==> config.mk <==
export PLATFORM = sky130hd
export DESIGN_NAME = line_fill_seq
export DESIGN_NICKNAME = d
export VERILOG_FILES = /design/src/rtl/line_fill_seq.sv
export SDC_FILE = /design/constraint.sdc
export NUM_CORES = 1
export LEC_CHECK = 0
export ABC_AREA = 1
export BUFFER_PORTS_ARGS = -buffer_cell sky130_fd_sc_hd__buf_2
export CORE_MARGIN = 10
export CORE_UTILIZATION = 35
export CTS_CLUSTER_SIZE = 8
export DETAILED_ROUTE_END_ITERATION = 10
export SETUP_SLACK_MARGIN = 0.5
export SKIP_CTS_REPAIR_TIMING = 1
export SYNTH_ARGS = -nofsm -noshare
export SYNTH_HDL_FRONTEND = slang
export SYNTH_SLANG_ARGS = --single-unit
==> constraint.sdc <==
create_clock -name clk -period 1.8 [get_ports clk]
set_input_delay 0.09 -clock clk [delete_from_list [all_inputs] [get_ports clk]]
set_output_delay 0.09 -clock clk [all_outputs]
set_load 0.02 [all_outputs]
==> src/rtl/line_fill_seq.sv <==
module line_fill_seq #(
  parameter int ADDR_W = 32,
  parameter int DATA_W = 32,
  parameter int WAY_W  = 2
) (
  input  logic                  clk,
  input  logic                  rst_n,
  input  logic                  req_valid,
  input  logic [ADDR_W-1:0]     req_addr,
  input  logic [WAY_W-1:0]      req_way,
  output logic                  req_ready,
  output logic                  bus_ts,
  output logic                  bus_busy,
  output logic [ADDR_W-1:0]     bus_addr,
  output logic [1:0]            bus_size,
  output logic [WAY_W-1:0]      bus_tln,
  input  logic                  bus_ack,
  input  logic                  bus_bi,
  input  logic                  bus_ci,
  input  logic [DATA_W-1:0]     bus_rdata,
  output logic [4*DATA_W-1:0]   line_data,
  output logic                  fill_done,
  output logic                  fill_nc,
  output logic [WAY_W-1:0]      fill_way
);

  localparam int          WORDS     = 4;
  localparam int          OFS_W     = $clog2(WORDS);
  localparam int          BASE_LSB  = OFS_W + 2;
  localparam logic [1:0]  SZ_LINE   = 2'b11;
  localparam logic [1:0]  SZ_LONG   = 2'b00;
  localparam logic [OFS_W-1:0] LAST = OFS_W'(WORDS - 1);

  typedef enum logic [2:0] {
    IDLE, BURST_FIRST, BURST_REST, SINGLE_ADDR, SINGLE_WAIT, DONE
  } state_t;

  state_t                     state;
  logic [ADDR_W-1:BASE_LSB]   base_q;
  logic [OFS_W-1:0]           start_q, ptr_q, cnt_q;
  logic [WAY_W-1:0]           way_q;
  logic                       nc_q, ts_q;
  logic [WORDS*DATA_W-1:0]    line_q;

  wire in_burst  = (state == BURST_FIRST) || (state == BURST_REST);
  wire in_single = (state == SINGLE_ADDR) || (state == SINGLE_WAIT);
  wire take      = bus_ack && (in_burst || state == SINGLE_WAIT);

  always_ff @(posedge clk or negedge rst_n) begin
    if (!rst_n) begin
      state   <= IDLE;
      base_q  <= '0;
      start_q <= '0;
      ptr_q   <= '0;
      cnt_q   <= '0;
      way_q   <= '0;
      nc_q    <= 1'b0;
      ts_q    <= 1'b0;
      line_q  <= '0;
    end else begin
      ts_q <= 1'b0;
      case (state)
        IDLE: if (req_valid) begin
          base_q  <= req_addr[ADDR_W-1:BASE_LSB];
          start_q <= req_addr[BASE_LSB-1:2];
          ptr_q   <= req_addr[BASE_LSB-1:2];
          way_q   <= req_way;
          cnt_q   <= '0;
          nc_q    <= 1'b0;
          ts_q    <= 1'b1;
          state   <= BURST_FIRST;
        end
        BURST_FIRST: if (bus_ack) state <= bus_bi ? SINGLE_ADDR : BURST_REST;
        BURST_REST:  if (bus_ack && cnt_q == LAST) state <= DONE;
        SINGLE_ADDR: state <= SINGLE_WAIT;
        SINGLE_WAIT: if (bus_ack) state <= (cnt_q == LAST) ? DONE : SINGLE_ADDR;
        DONE:        state <= IDLE;
        default:     state <= IDLE;
      endcase
      if (take) begin
        line_q[ptr_q*DATA_W +: DATA_W] <= bus_rdata;
        ptr_q <= ptr_q + 1'b1;
        cnt_q <= cnt_q + 1'b1;
        nc_q  <= nc_q | bus_ci;
      end
    end
  end

  assign req_ready = (state == IDLE);
  assign bus_busy  = in_burst || in_single;
  assign bus_ts    = ts_q || (state == SINGLE_ADDR);
  assign bus_size  = in_burst ? SZ_LINE : SZ_LONG;
  assign bus_tln   = bus_busy ? way_q : '0;
  assign bus_addr  = in_burst  ? {base_q, start_q, 2'b00} :
                     in_single ? {base_q, ptr_q, 2'b00}   : '0;
  assign line_data = line_q;
  assign fill_done = (state == DONE);
  assign fill_nc   = nc_q;
  assign fill_way  = way_q;

  a_r8_done_pulse: assert property (@(posedge clk) disable iff (!rst_n)
    fill_done |=> (!fill_done && req_ready));

  a_r5_ts_pulse: assert property (@(posedge clk) disable iff (!rst_n)
    bus_ts |=> !bus_ts);

  a_r3_burst_hold: assert property (@(posedge clk) disable iff (!rst_n)
    (state == BURST_REST) |-> ($stable(bus_addr) && bus_size == SZ_LINE));

  a_r5_single_hold: assert property (@(posedge clk) disable iff (!rst_n)
    (state == SINGLE_WAIT) |-> ($stable(bus_addr) && bus_size == SZ_LONG));

  a_r9_way_hold: assert property (@(posedge clk) disable iff (!rst_n)
    (bus_busy && $past(bus_busy)) |-> $stable(bus_tln));

  a_r2_start_on_req: assert property (@(posedge clk) disable iff (!rst_n)
    $rose(bus_busy) |-> $past(req_valid && req_ready));

endmodule

==> metrics.txt <==
# TYPE chip_impl_metric gauge
chip_impl_metric{name="power.share.clock",unit="%"} 12.0
chip_impl_info{name="critPathKind",value="reg2out"} 1
chip_impl_metric{name="critical-path-max-stage-delay",unit="ps"} 480
chip_impl_metric{name="routabilityCongestion",unit=""} 0.828
chip_impl_metric{name="estimated_wirelength_of_the_detail_placed_design",unit="mm"} 21.0
chip_impl_metric{name="path_clk_slew",unit="ps"} 70
chip_impl_metric{name="route.detailed.vias_per_inst",unit=""} 5.27
chip_impl_metric{name="syn2layout_area_growth",unit="%"} 70.1
chip_impl_metric{name="net-switching-power",unit="W"} 0.0149
chip_impl_metric{name="floorplan.die_area",unit="um2"} 29700
chip_impl_info{name="tritoncts",value="yes"} 1
chip_impl_metric{name="clk_latency",unit="ps"} 430
chip_impl_metric{name="finalClockSkew",unit="ps"} 9.06
chip_impl_metric{name="num-nets-final",unit=""} 1449
chip_impl_metric{name="final_min_period_over_clock_period",unit="%"} 107
chip_impl_metric{name="top_ports",unit=""} 243
chip_impl_metric{name="timing.final.max_slew_violations",unit=""} 0
chip_impl_metric{name="groute.usage.overall",unit="%"} 19.3
chip_impl_metric{name="dp_cells",unit=""} 1544
chip_impl_metric{name="worst_hold_slack",unit="ps"} 17.8
chip_impl_metric{name="achievable-frequency",unit="MHz"} 519
chip_impl_metric{name="routedWlPerCell",unit="um"} 21.4
chip_impl_metric{name="filler_cell_count",unit=""} 1898
chip_impl_metric{name="routedLengthMet1",unit="mm"} 14.1
chip_impl_metric{name="fp-row-count",unit=""} 55
chip_impl_metric{name="hold_viol_final",unit=""} 0
chip_impl_info{name="yosys_most_used_dff",value="dfrtp_1"} 1
chip_impl_info{name="endpoint",value="bus_addr[20]"} 1
chip_impl_metric{name="syn_area_per_cell",unit="um2"} 7.79
chip_impl_metric{name="max-vdd-ir-drop",unit="mV"} 1.24
chip_impl_metric{name="grt_pass1_wl",unit="mm"} 44.2
chip_impl_metric{name="global_route.overflow_total",unit=""} 0
chip_impl_metric{name="synth.cell_area",unit="um2"} 8130
chip_impl_info{name="synth_commonest_cells",value="345 x nand2_1, 169 x dfrtp_1, 130 x nand4_1"} 1
chip_impl_metric{name="yosysSeqAreaShare",unit="%"} 52.0
chip_impl_info{name="worst_r2r_endpoint",value="line_data[105]$_DFFE_PN0P_"} 1
chip_impl_info{name="critPathCaptureType",value="output pin"} 1
chip_impl_info{name="cpMaxStageDelayCell",value="dfrtp_2"} 1
chip_impl_metric{name="stdcell_area",unit="um2"} 13800
chip_impl_metric{name="initial_utilization",unit="%"} 35.7
chip_impl_info{name="yosys.cell_count.top_type",value="nand2_1"} 1
chip_impl_info{name="crit_top_cell",value="nand2_4"} 1
chip_impl_info{name="routed.top_layer",value="met5"} 1
chip_impl_metric{name="r2r.worst_path.cells",unit=""} 10
chip_impl_metric{name="final_cells",unit=""} 1702
chip_impl_info{name="r2r-start",value="state[1]$_DFFE_PN0P_"} 1
chip_impl_metric{name="drv.max_cap_violation_count",unit=""} 0
chip_impl_metric{name="critical_path_required",unit="ps"} 1710
chip_impl_metric{name="die_x",unit="um"} 172
chip_impl_metric{name="fp.coreArea",unit="um2"} 22800
chip_impl_metric{name="worst_slew_margin_rel",unit="%"} 65.0
chip_impl_metric{name="drc",unit=""} 0
chip_impl_info{name="run_status",value="finished with violations"} 1
chip_impl_metric{name="cts_max_path_buffers",unit=""} 2
chip_impl_info{name="failed_checks",value="setup timing"} 1
chip_impl_metric{name="crit_buf_inv",unit=""} 5
chip_impl_metric{name="worstPathMaxFanout",unit=""} 6
chip_impl_metric{name="wl_met3",unit="mm"} 3.84
chip_impl_info{name="worstHoldPathType",value="in2reg"} 1
chip_impl_metric{name="cp_data_arrival_time",unit="ps"} 1840
chip_impl_metric{name="synth-seq-cells",unit=""} 169
chip_impl_metric{name="p_leak",unit="nW"} 7.16
chip_impl_metric{name="grt_start_max_net_pins",unit=""} 63
chip_impl_metric{name="grt_pass1_vias",unit=""} 7683
chip_impl_metric{name="cell_internal_pwr",unit="W"} 0.0162
chip_impl_info{name="synth.top_cells.by_area",value="dfrtp_1 52%, nand2_1 16%, nand4_1 10%, nor2_1 5.1%, inv_1 3.6%"} 1
chip_impl_metric{name="timing.critical_path.depth",unit=""} 9
chip_impl_metric{name="vias",unit=""} 8972
chip_impl_metric{name="cts-buffers-inserted",unit=""} 17
chip_impl_metric{name="synth-warning-count",unit=""} 0
chip_impl_info{name="rsz_0062_raised_after_global_routing",value="yes"} 1
chip_impl_info{name="synth_largest_area_cell",value="dfrtp_1"} 1
chip_impl_info{name="critical-path-top-delay-family",value="buffers and inverters"} 1
chip_impl_metric{name="yosysUniqueCellTypes",unit=""} 27
chip_impl_metric{name="comb_power_share",unit="%"} 66.2
chip_impl_metric{name="switching_share",unit="%"} 48.0
chip_impl_metric{name="yosysTopAreaCellShare",unit="%"} 52.0
chip_impl_metric{name="route.final.wire_length",unit="mm"} 36.4
chip_impl_metric{name="power_frac_seq",unit="%"} 21.8
chip_impl_metric{name="grt_antenna_before_repair",unit=""} 7
chip_impl_metric{name="cts_htree_levels",unit=""} 4
chip_impl_metric{name="setup_slack",unit="ps"} -127
chip_impl_metric{name="power",unit="W"} 0.0311
chip_impl_metric{name="rrSetupSlack",unit="ps"} 50
chip_impl_metric{name="power_density",unit="nW/um2"} 2250
chip_impl_metric{name="totalNegativeSetupSlack",unit="ps"} -3040
chip_impl_info{name="timing.critical_path.cells",value="inv_4, nand3_4, nand2_4, inv_2, nand2_4, inv_8, clkbuf_16, nor2_4, buf_6"} 1
chip_impl_metric{name="synth_async_sr_flop_share",unit="%"} 100
chip_impl_metric{name="drtPass1Iterations",unit=""} 5
chip_impl_metric{name="final.min_clock_period",unit="ps"} 1930
chip_impl_info{name="crit_start",value="state[1]$_DFFE_PN0P_"} 1
chip_impl_metric{name="drive_gt1_share",unit="%"} 47.5
chip_impl_metric{name="synth-edff-count",unit=""} 0
chip_impl_metric{name="ant_nets",unit=""} 0
chip_impl_info{name="timing.critical_path.from_type",value="register"} 1
chip_impl_metric{name="drt_first_iter_violations",unit=""} 814
chip_impl_metric{name="synthesis.instances",unit=""} 1043
chip_impl_metric{name="dieHeight",unit="um"} 172
chip_impl_info{name="clk_root_buffer_cell",value="clkbuf_16"} 1
chip_impl_metric{name="final-setup-viol-count",unit=""} 32
chip_impl_metric{name="io_buffers",unit=""} 238
chip_impl_metric{name="placedInstanceArea",unit="um2"} 10200
chip_impl_metric{name="clock_sink_count",unit=""} 169
chip_impl_metric{name="slew_at_the_pin_with_the_worst_max_slew_slack",unit="ps"} 526
chip_impl_metric{name="met2WireLength",unit="mm"} 17.4
[metrics by stage]
step | worst slack [ps] | utilization (%)
finish | -127 | 60.7
global route | -194 | 60.6
CTS | -333 | 47.4
detailed placement | 77.1 | 44.9
global placement | 112 | 44.9
floorplan | 224 | -
[power by group through the flow]
| stage | sequential (W) | clock, W | combinational (W) |
|---|---|---|---|
| after global placement | 0.00637 | 0 | 0.0130 |
| after detailed placement | 0.00642 | 0 | 0.0131 |
| after CTS | 0.00636 | 0.00376 | 0.0131 |
| final | 0.00677 | 0.00372 | 0.0206 |
| after global routing | 0.00696 | 0.00394 | 0.0216 |
| after floorplan | 0.00783 | 0 | 0.00750 |
[per-layer routing]
layer | global-route usage (%) | vias up
met3 | 7.02 | 75
li1 | - | 4073
met4 | 4.84 | 4
met2 | 31.1 | 476
met5 | 0 | -
met1 | 23.9 | 4344
[worst min path at each step]
| stage | startpoint | cells past startpoint | end | slack, ps |
|---|---|---|---|---|
| CTS | rst_n | 1 | line_data[112]$_DFFE_PN0P_ | -390 |
| global placement | rst_n | 1 | line_data[112]$_DFFE_PN0P_ | 80 |
| finish | req_addr[2] | 3 | start_q[0]$_DFFE_PN0P_ | 20 |
| detailed placement | rst_n | 1 | line_data[48]$_DFFE_PN0P_ | 90 |
| global route | req_addr[2] | 3 | start_q[0]$_DFFE_PN0P_ | 20 |
| floorplan | rst_n | 0 | base_q[10]$_DFFE_PN0P_ | -210 |
[cell families (layout without fill, tap and decap cells)]
logic type,Yosys count,count (layout),share of synthesized area [%]
and+or+nand+nor,657,658,35.7
buffers and inverters,171,510,8.77
adders and majority gates,6,6,0.924
AOI/OAI and AO/OA,39,39,2.54
DFF,169,169,52.0
other,1,7,0.0461
[state kept, by name, summed over array words and instances, names as in the netlist]
signal     count
start_q        2
cnt_q          2
ts_q           1
fill_way       2
line_data    128
ptr_q          2
state          3
base_q        28
fill_nc        1
[layout make-up]
class,count,area (um2),share of cell area [%]
Antenna cell,5,12.5,0.0905
Clock buffer,18,429,3.10
Clock inverter,14,154,1.11
Inverter,83,360,2.61
Multi-Input combinational cell,705,4590,33.2
Sequential cell,169,4230,30.6
Tap cell,313,392,2.83
Timing Repair Buffer,395,3650,26.4
[worst reg2reg max path: stages, from the launching register on]
cell     delay [ps]
dfrtp_2         480
inv_4           120
nand3_4         100
nand3_4         110
buf_12          140
buf_12          120
nand3_4         160
buf_6           190
buf_6           130
nand2_2          60
nand2_1          50
[layout by cell type, fill, tap and decap left out, types with 8 or more instances in the layout]
| cell type | synthesis | final |
|---|---|---|
| o21ai_0 | 31 | 20 |
| dlygate4sd3_1 | 0 | 33 |
| nand2_1 | 345 | 185 |
| nand4_1 | 130 | 130 |
| nand2_4 | 0 | 53 |
| nand3_4 | 0 | 8 |
| o21ai_1 | 1 | 11 |
| nor2_1 | 110 | 79 |
| dfrtp_1 | 169 | 165 |
| buf_2 | 30 | 200 |
| inv_1 | 77 | 71 |
| clkbuf_16 | 0 | 41 |
| buf_4 | 5 | 41 |
| nor3_4 | 0 | 15 |
| nand2_2 | 1 | 103 |
| nor3_2 | 0 | 20 |
| nor2_4 | 1 | 27 |
| buf_6 | 2 | 57 |
| nor3_1 | 51 | 16 |
| buf_12 | 0 | 32 |
Power figures use the tool's default switching activity.
